$ cat config.mk
export PLATFORM = sky130hd
export DESIGN_NAME = smb_blkdata_buf
export DESIGN_NICKNAME = d
export VERILOG_FILES = /design/src/rtl/smb_blkdata_buf.sv
export SDC_FILE = /design/constraint.sdc
export NUM_CORES = 1
export LEC_CHECK = 0
export ABC_CLOCK_PERIOD_IN_PS = 3000
export BUFFER_PORTS_ARGS = -buffer_cell sky130_fd_sc_hd__clkbuf_2
export CORE_MARGIN = 3
export CORE_UTILIZATION = 57
export DETAILED_ROUTE_END_ITERATION = 8
export PLACE_DENSITY = 0.88
export SYNTH_ARGS = -nofsm -noshare
export SYNTH_HDL_FRONTEND = slang
export SYNTH_SLANG_ARGS = --single-unit
$ cat constraint.sdc
create_clock -name clk -period 3 [get_ports clk]
set_clock_uncertainty 0.05 [all_clocks]
set_input_delay 0.3 -clock clk [delete_from_list [all_inputs] [get_ports clk]]
set_output_delay 0.3 -clock clk [all_outputs]
set_load 0.005 [all_outputs]
$ cat src/rtl/smb_blkdata_buf.sv
module smb_blkdata_buf #(
  parameter int DEPTH = 32,
  parameter int DW    = 8
) (
  input  logic          clk,
  input  logic          rst_n,
  input  logic          host_wr,
  input  logic          host_rd,
  input  logic [1:0]    host_addr,
  input  logic [DW-1:0] host_wdata,
  output logic [DW-1:0] host_rdata,
  output logic          tx_valid,
  output logic [DW-1:0] tx_data,
  input  logic          tx_ready,
  input  logic          rx_valid,
  input  logic [DW-1:0] rx_data,
  output logic          rx_ready,
  output logic          stretch,
  output logic          irq,
  output logic [DW-1:0] eng_count,
  output logic [DW-1:0] eng_data1
);
  localparam int PW = $clog2(DEPTH);
  localparam int IW = $clog2(DEPTH + 1);
  localparam logic [IW-1:0] HMAX  = IW'(DEPTH);
  localparam logic [PW-1:0] ELAST = PW'(DEPTH - 1);
  localparam logic [1:0] A_STAT = 2'd0, A_CTRL = 2'd1, A_CNT = 2'd2, A_DATA = 2'd3;

  logic          done, active, dir_rd, arr_mode, irq_en, cnt_phase;
  logic [DW-1:0] cnt_reg, rem, mbox;
  logic [PW-1:0] eidx;
  logic [IW-1:0] hidx;
  logic [DW-1:0] mem [DEPTH];

  wire wr_stat = host_wr && host_addr == A_STAT;
  wire wr_ctrl = host_wr && host_addr == A_CTRL;
  wire wr_cnt  = host_wr && host_addr == A_CNT;
  wire wr_data = host_wr && host_addr == A_DATA;
  wire rd_ctrl = host_rd && host_addr == A_CTRL;
  wire rd_data = host_rd && host_addr == A_DATA;
  wire start   = wr_ctrl && host_wdata[3] && !active;

  wire [PW-1:0] rd_idx = (hidx == HMAX) ? ELAST : hidx[PW-1:0];
  wire chunk_end = arr_mode ? (eidx == ELAST) : 1'b1;

  assign tx_valid  = active && !dir_rd && !done;
  assign rx_ready  = active && dir_rd && !done;
  assign tx_data   = arr_mode ? mem[eidx] : mbox;
  assign stretch   = active && done;
  assign irq       = done && irq_en;
  assign eng_count = cnt_reg;
  assign eng_data1 = mbox;

  wire tx_fire   = tx_valid && tx_ready;
  wire rx_fire   = rx_valid && rx_ready;
  wire data_fire = tx_fire || (rx_fire && !cnt_phase);

  always_comb begin
    case (host_addr)
      A_STAT:  host_rdata = {{(DW-2){1'b0}}, active, done};
      A_CTRL:  host_rdata = {{(DW-3){1'b0}}, dir_rd, arr_mode, irq_en};
      A_CNT:   host_rdata = cnt_reg;
      default: host_rdata = arr_mode ? mem[rd_idx] : mbox;
    endcase
  end

  always_ff @(posedge clk) begin
    if (!rst_n) begin
      done <= 1'b0; active <= 1'b0; dir_rd <= 1'b0; arr_mode <= 1'b0;
      irq_en <= 1'b0; cnt_phase <= 1'b0;
      cnt_reg <= '0; rem <= '0; mbox <= '0; eidx <= '0; hidx <= '0;
      for (int i = 0; i < DEPTH; i++) mem[i] <= '0;
    end else begin
      if (wr_ctrl) begin
        irq_en <= host_wdata[0];
        if (!active) begin
          arr_mode <= host_wdata[1];
          dir_rd   <= host_wdata[2];
        end
      end
      if (wr_cnt && !active) cnt_reg <= host_wdata;
      if (wr_stat && host_wdata[0]) done <= 1'b0;

      if (start) begin
        eidx      <= '0;
        rem       <= cnt_reg;
        cnt_phase <= host_wdata[2];
        if (!host_wdata[2] && cnt_reg == '0) done <= 1'b1;
        else begin
          active <= 1'b1;
          done   <= 1'b0;
        end
      end

      if (rd_ctrl) hidx <= '0;
      else if ((rd_data || wr_data) && arr_mode && hidx != HMAX) hidx <= hidx + 1'b1;

      if (wr_data) begin
        if (!arr_mode) mbox <= host_wdata;
        else if (hidx != HMAX) mem[hidx[PW-1:0]] <= host_wdata;
      end

      if (rx_fire && cnt_phase) begin
        cnt_reg   <= rx_data;
        rem       <= rx_data;
        cnt_phase <= 1'b0;
        if (rx_data == '0) begin
          done   <= 1'b1;
          active <= 1'b0;
        end
      end

      if (rx_fire && !cnt_phase) begin
        if (arr_mode) mem[eidx] <= rx_data;
        else mbox <= rx_data;
      end

      if (data_fire) begin
        rem <= rem - DW'(1);
        if (rem == DW'(1)) begin
          done   <= 1'b1;
          active <= 1'b0;
          eidx   <= '0;
        end else if (chunk_end) begin
          done <= 1'b1;
          eidx <= '0;
        end else begin
          eidx <= eidx + 1'b1;
        end
      end
    end
  end

  assert_no_move_while_held_R6: assert property (@(posedge clk) disable iff (!rst_n)
    stretch |-> (!tx_valid && !rx_ready));

  assert_index_cleared_R2: assert property (@(posedge clk) disable iff (!rst_n)
    rd_ctrl |=> (hidx == '0));

  assert_mailbox_pause_R7: assert property (@(posedge clk) disable iff (!rst_n)
    (tx_fire && !arr_mode) |=> done);

  assert_done_clear_source_R9: assert property (@(posedge clk) disable iff (!rst_n)
    $fell(done) |-> ($past(wr_stat && host_wdata[0]) || $past(start)));

  assert_count_capture_R5: assert property (@(posedge clk) disable iff (!rst_n)
    (rx_fire && cnt_phase) |=> (eng_count == $past(rx_data)));
endmodule

Word level (Yosys, flattened, before mapping) --
Memory sizes are Yosys's and may differ from the RTL's. A register that Yosys moved wholly into a read port is not among the register bits. Index checks and enable logic that the tools add are counted.
Storage, ports and cells: word-level logic and storage cells 115, memory bits (writable) 256, flip-flop bits (word level) 41, memories kept 1, input bits 24, output and inout bits 36
Operators by class: multiplexer cells 50, reductions and logical operators 41, bitwise operators 2, add/sub/neg operators 3, equal/unequal tests 7
Memory list:
- mem | depth 32, bits a word 8, read ports 2, clocked after Yosys merged registers in 1, write ports 32, line 33 | logic [DW-1:0] mem [DEPTH];
Operators by type and width (number):
- $mux W8 | 13
- $mux W5 | 9
- $mux W1 | 27
- $pmux W8 S3 | 1
- $logic_and A1 B1 Y1 | 23
- $logic_not A8 Y1 | 2
- $reduce_or A8 Y1 | 2
- $eq A8 B1 Y1 const B | 1
- $sub A8 B1 Y8 const B | 1
- $add A6 B1 Y6 const B | 1
- $eq A6 B6 Y1 const B | 1
- $ne A6 B6 Y1 const B | 1
- $add A5 B1 Y5 const B | 1
- $eq A5 B5 Y1 const B | 1
- $logic_not A1 Y1 | 5
- $eq A2 B2 Y1 const B | 2
- $reduce_bool A2 Y1 | 2
- $reduce_or A2 Y1 | 2
- $reduce_bool A3 Y1 | 1
- $eq A2 B1 Y1 const B | 1
- $logic_not A2 Y1 | 1
- $logic_or A1 B1 Y1 | 2
- $not A1 Y1 | 2
- $reduce_and A2 Y1 | 1

Logic depth before layout (Yosys ltp) --
word-level depth 10, mapped depth 13, mapped depth without buffers 9

Worst setup path before layout --
No wires, ideal clock.
path kind reg2out, start point register hidx[0], end point output host_rdata[2], stages on the path, launching flop included 13, data required time 2.650 ns, arrival time 2.749 ns, setup slack -0.099 ns, buffers on the path 4, path through dfxtp_1 buf_2 clkinv_1 clkbuf_1 ha_1 and2_1 buf_2 a21oi_2 buf_2 nand2_1 a311oi_1 nor4_1 a211oi_1
On the way: cells in the longest elaborated chain, start to end 5
RTL lines:
- start: declaration | line 32 | logic [IW-1:0] hidx;
- start signal: assignment | line 96 | else if ((rd_data || wr_data) && arr_mode && hidx != HMAX) hidx <= hidx + 1'b1;
- $eq A6 B6 Y1 | line 43 | wire [PW-1:0] rd_idx = (hidx == HMAX) ? ELAST : hidx[PW-1:0];
- $mux W5 (*) | line 43
- $mem_v2 Z32 W8 (*)
- $mux W8 (*) | line 63 | default: host_rdata = arr_mode ? mem[rd_idx] : mbox;
- $pmux W8 S3 (*) | line 59 | case (host_addr)
- end: declaration | line 11 | output logic [DW-1:0] host_rdata,
Every way passes the cells marked *; elsewhere a longest branch is shown, timed or not.

Worst setup path after layout --
start point register hidx[0], end point output host_rdata[1]
The elaborated chain is that of the path after synthesis.

==> flow_summary.yaml <==
outcome:
  run_status: "finished with violations"
  violations_in_the_final_reports: "design-rule violations, negative setup slack"
critical_path:
  cp_data_arrival_time_ps: 2970
  crit-reg2reg-launch: "hidx[0]"
  cp_max_fanout: 23
  kind_of_start_point_of_the_critical_path: "flip-flop"
  cp_data_required_time_ps: 2650
  cp-end-kind: "primary output"
  r2r_slack_ps: 210
  capture_instance_of_the_worst_register_to_register_path: "mem[21][5]"
  biggest_cell_delay_along_the_critical_path_ps: 420
  r2r.worst_path.cells: 11
  cpMostUsedCell: "sky130_fd_sc_hd__a211oi_2"
  worst_setup_path_endpoint: "host_rdata[1]"
  cp_cell_sequence: "buf_12 > buf_16 > nor2b_1 > o211ai_1 > a211oi_2 > a2111oi_4 > nor4_2 > a211oi_2 > buf_6"
  worst-setup-path-type: "reg2out"
  crit_start: "hidx[0]"
  cp_slowest_cell: "sky130_fd_sc_hd__a2111oi_4"
cts:
  tritoncts_clock_tree: "built"
  clock_insertion_delay_worst_skew_ps: 540
  cts.path.max_buffers: 3
  cts-htree-levels: 2
  cts_hold_repair.buffers: 0
  clock_sinks: 302
  cts.reportedPaths.clkPinSlew_ps: 80
  cts_made_buffers: 34
  clock_tree.root_cell: "sky130_fd_sc_hd__clkbuf_16"
timing:
  headroom_to_the_max_slew_limit_pct: 14.0
  achievable-frequency_ghz: 0.301
  tightest_slew_ps: 1290
  final_report_hold_violation_count: 0
  timing.final.crit_period_ps: 3320
  unrepaired_setup_endpoints_after_global_routing: "true"
  final-setup-viol-count: 16
  fin_ws_ps: -324
  period_share_pct: 111
  final_max_slew_viol_count: 0
worst_hold_path:
  timing.hold.worst.class: "in2reg"
yosys:
  synth.top_cells.by_area: "sky130_fd_sc_hd__edfxtp_1 42%, sky130_fd_sc_hd__a22o_1 12%, sky130_fd_sc_hd__mux4_2 11%, sky130_fd_sc_hd__dfxtp_1 5.0%, sky130_fd_sc_hd__mux2i_1 4.1%"
  synth-edff-count: 256
  syn_inst: 1559
  ys_warn_count: 0
  postSynth.asyncResetShare_pct: 0
  ys_types: 67
  mappedNetlistArea_mm2: 0.0183
  post-synth-top-area-fraction_pct: 42.1
  synth_largest_area_cell: "sky130_fd_sc_hd__edfxtp_1"
  most_numerous_cell_in_the_yosys_netlist: "sky130_fd_sc_hd__a22o_1"
  top_cells_by_instance_count_after_synthesis: "257 x sky130_fd_sc_hd__a22o_1, 256 x sky130_fd_sc_hd__edfxtp_1, 117 x sky130_fd_sc_hd__nor2_1"
  syn-mean-instance-area_um2: 11.7
  synth_seq_area_share_pct: 47.1
  ys_dominant_reg_cell: "sky130_fd_sc_hd__edfxtp_1"
  synth.ff_latch_count: 302
  synthesis.nets: 1594
floorplanning:
  design.core.area_mm2: 0.0311
  die_area_mm2: 0.0343
  floorplan.die.height_um: 185
  ioPinCount: 60
  start_util_pct: 58.8
  fp.dieW_um: 185
  rows: 64
detailed_routing:
  drt-initial-drc-count: 3386
  detail_route.vias_per_cell: 7.89
  drc: 1
  drtPass1Iterations: 9
  postRouteWirelength_um: 75600
  vias: 16680
  route.detailed.wl_per_inst_um: 35.7
  postRouteAntennaNets: 0
global_route:
  groute.usage.overall_pct: 43.6
  overflow: 0
  wire_length_of_the_first_global_routing_pass_um: 108000
  maximum_number_of_pins_on_one_net_before_global_route_repair: 46
  grt_antenna_before_repair: 3
  grt_pass1_vias: 15872
layout:
  utilization_pct: 71.8
  diodes: 0
  fin_area_mm2: 0.0223
  nets: 1728
  layoutNonFillerInstCount: 2115
  final_layout_size_suffix_gt1_share_pct: 32.6
  growth_of_design_area_from_synthesis_to_finish_pct: 22.0
place:
  post_dp_cell_area_mm2: 0.0198
  io_buffers: 59
  place.gp.congestion: 1.08
  dp_cells: 2012
  dpl_worst_slack_ps: -48.6
  dp_hpwl_um: 50000
power_and_ir_drop:
  power.total_mw: 9.79
  power.density_cell_area_mw_per_mm2: 439
  vdd.ir_drop.worst_v: 0.000493
  p_leak_nw: 7.96
flow_run:
  max-cap-violations: 0
==> sequential cells by signal, summed over array words and instances, names as in the netlist, named ones only <==
register	cells
mem	256
eng_count	8
eng_data1	8
rem	8
hidx	6
eidx	5
active	1
arr_mode	1
cnt_phase	1
dir_rd	1
done	1
irq_en	1
==> worst min-delay path by stage <==
stage	from	to	slack, ps	depth (start not counted)
global route	host_wr	irq_en	170	3
floorplan	rem[1]	rem[1]	390	2
CTS	host_wr	irq_en	130	3
finish	host_wr	irq_en	140	3
global placement	rem[1]	rem[1]	400	2
detailed placement	rem[1]	rem[1]	410	2
==> placed cells by master, fill, tap and decap left out, drive strengths merged, types with 10 or more instances in the layout <==
master  count
o21ai      52
and2       13
o221ai     10
dfxtp      46
clkinv     11
a21oi      47
buf       197
o211ai     10
o22ai      17
clkbuf     95
a22oi      12
a211oi     22
mux2i      75
ha         11
nor3       15
a31oi      11
mux2       17
nand3b     43
a22o      257
edfxtp    256
nor2      150
mux4       89
and3       10
inv        18
nor2b      12
nand3      23
nand2      94
==> logic make-up after synthesis <==
kind of cell	Yosys count	share of synthesized area (%)
compound gates	485	20.6
xor+xnor	4	0.192
fa+ha+maj	11	0.753
buf+inv	172	3.89
flops	302	47.1
mux	181	16.1
simple gates	404	11.4
==> worst max-delay path, delay by kind of cell, from the launching register on <==
| family | cells | cell delay [ps] |
|---|---|---|
| simple gates | 2 | 270 |
| buf+inv | 3 | 480 |
| flops | 1 | 370 |
| compound gates | 4 | 1300 |
==> stage by stage <==
| step | hold slack, ps | setup TNS, ps |
|---|---|---|
| after floorplan | 391 | 0 |
| after global placement | 399 | -42.1 |
| after detailed placement | 405 | -84.3 |
| after CTS | 129 | -1680 |
| after global routing | 170 | -3040 |
| final | 144 | -2970 |
==> area by class of cell <==
class / count / area (um^2)
sequential: 302 / 8630
multi-input combinational: 1085 / 9620
fill: 2102 / 8770
inverter: 16 / 67.6
tap: 396 / 495
timing repair buffer: 254 / 2370
clock buffer: 41 / 897
clock inverter: 21 / 215
==> layer usage <==
layer / vias to the layer above / global-route usage (%) / part of all wire, %
met5: - / 0 / 0.033
met4: 4 / 22.1 / 7.2
met3: 425 / 14.8 / 17
met2: 1731 / 64.9 / 43
met1: 7965 / 57.4 / 33
li1: 6555 / - / -
==> repair_timing <==
item	in CTS	in global routing
gates cloned	10	2
hold endpoints to repair	0	0
setup endpoints to repair	16	16
buffers inserted	24	14
pin swaps	42	34
resized for setup	117	59
==> power breakdown <==
group	leakage [nW]	internal (mW)	total [mW]	switching [mW]
registers	3.02	4.67	4.80	0.130
logic	4.41	0.240	0.770	0.530
clock network	0.531	2.42	4.22	1.80
No activity file was read; power rests on OpenSTA's default activity.
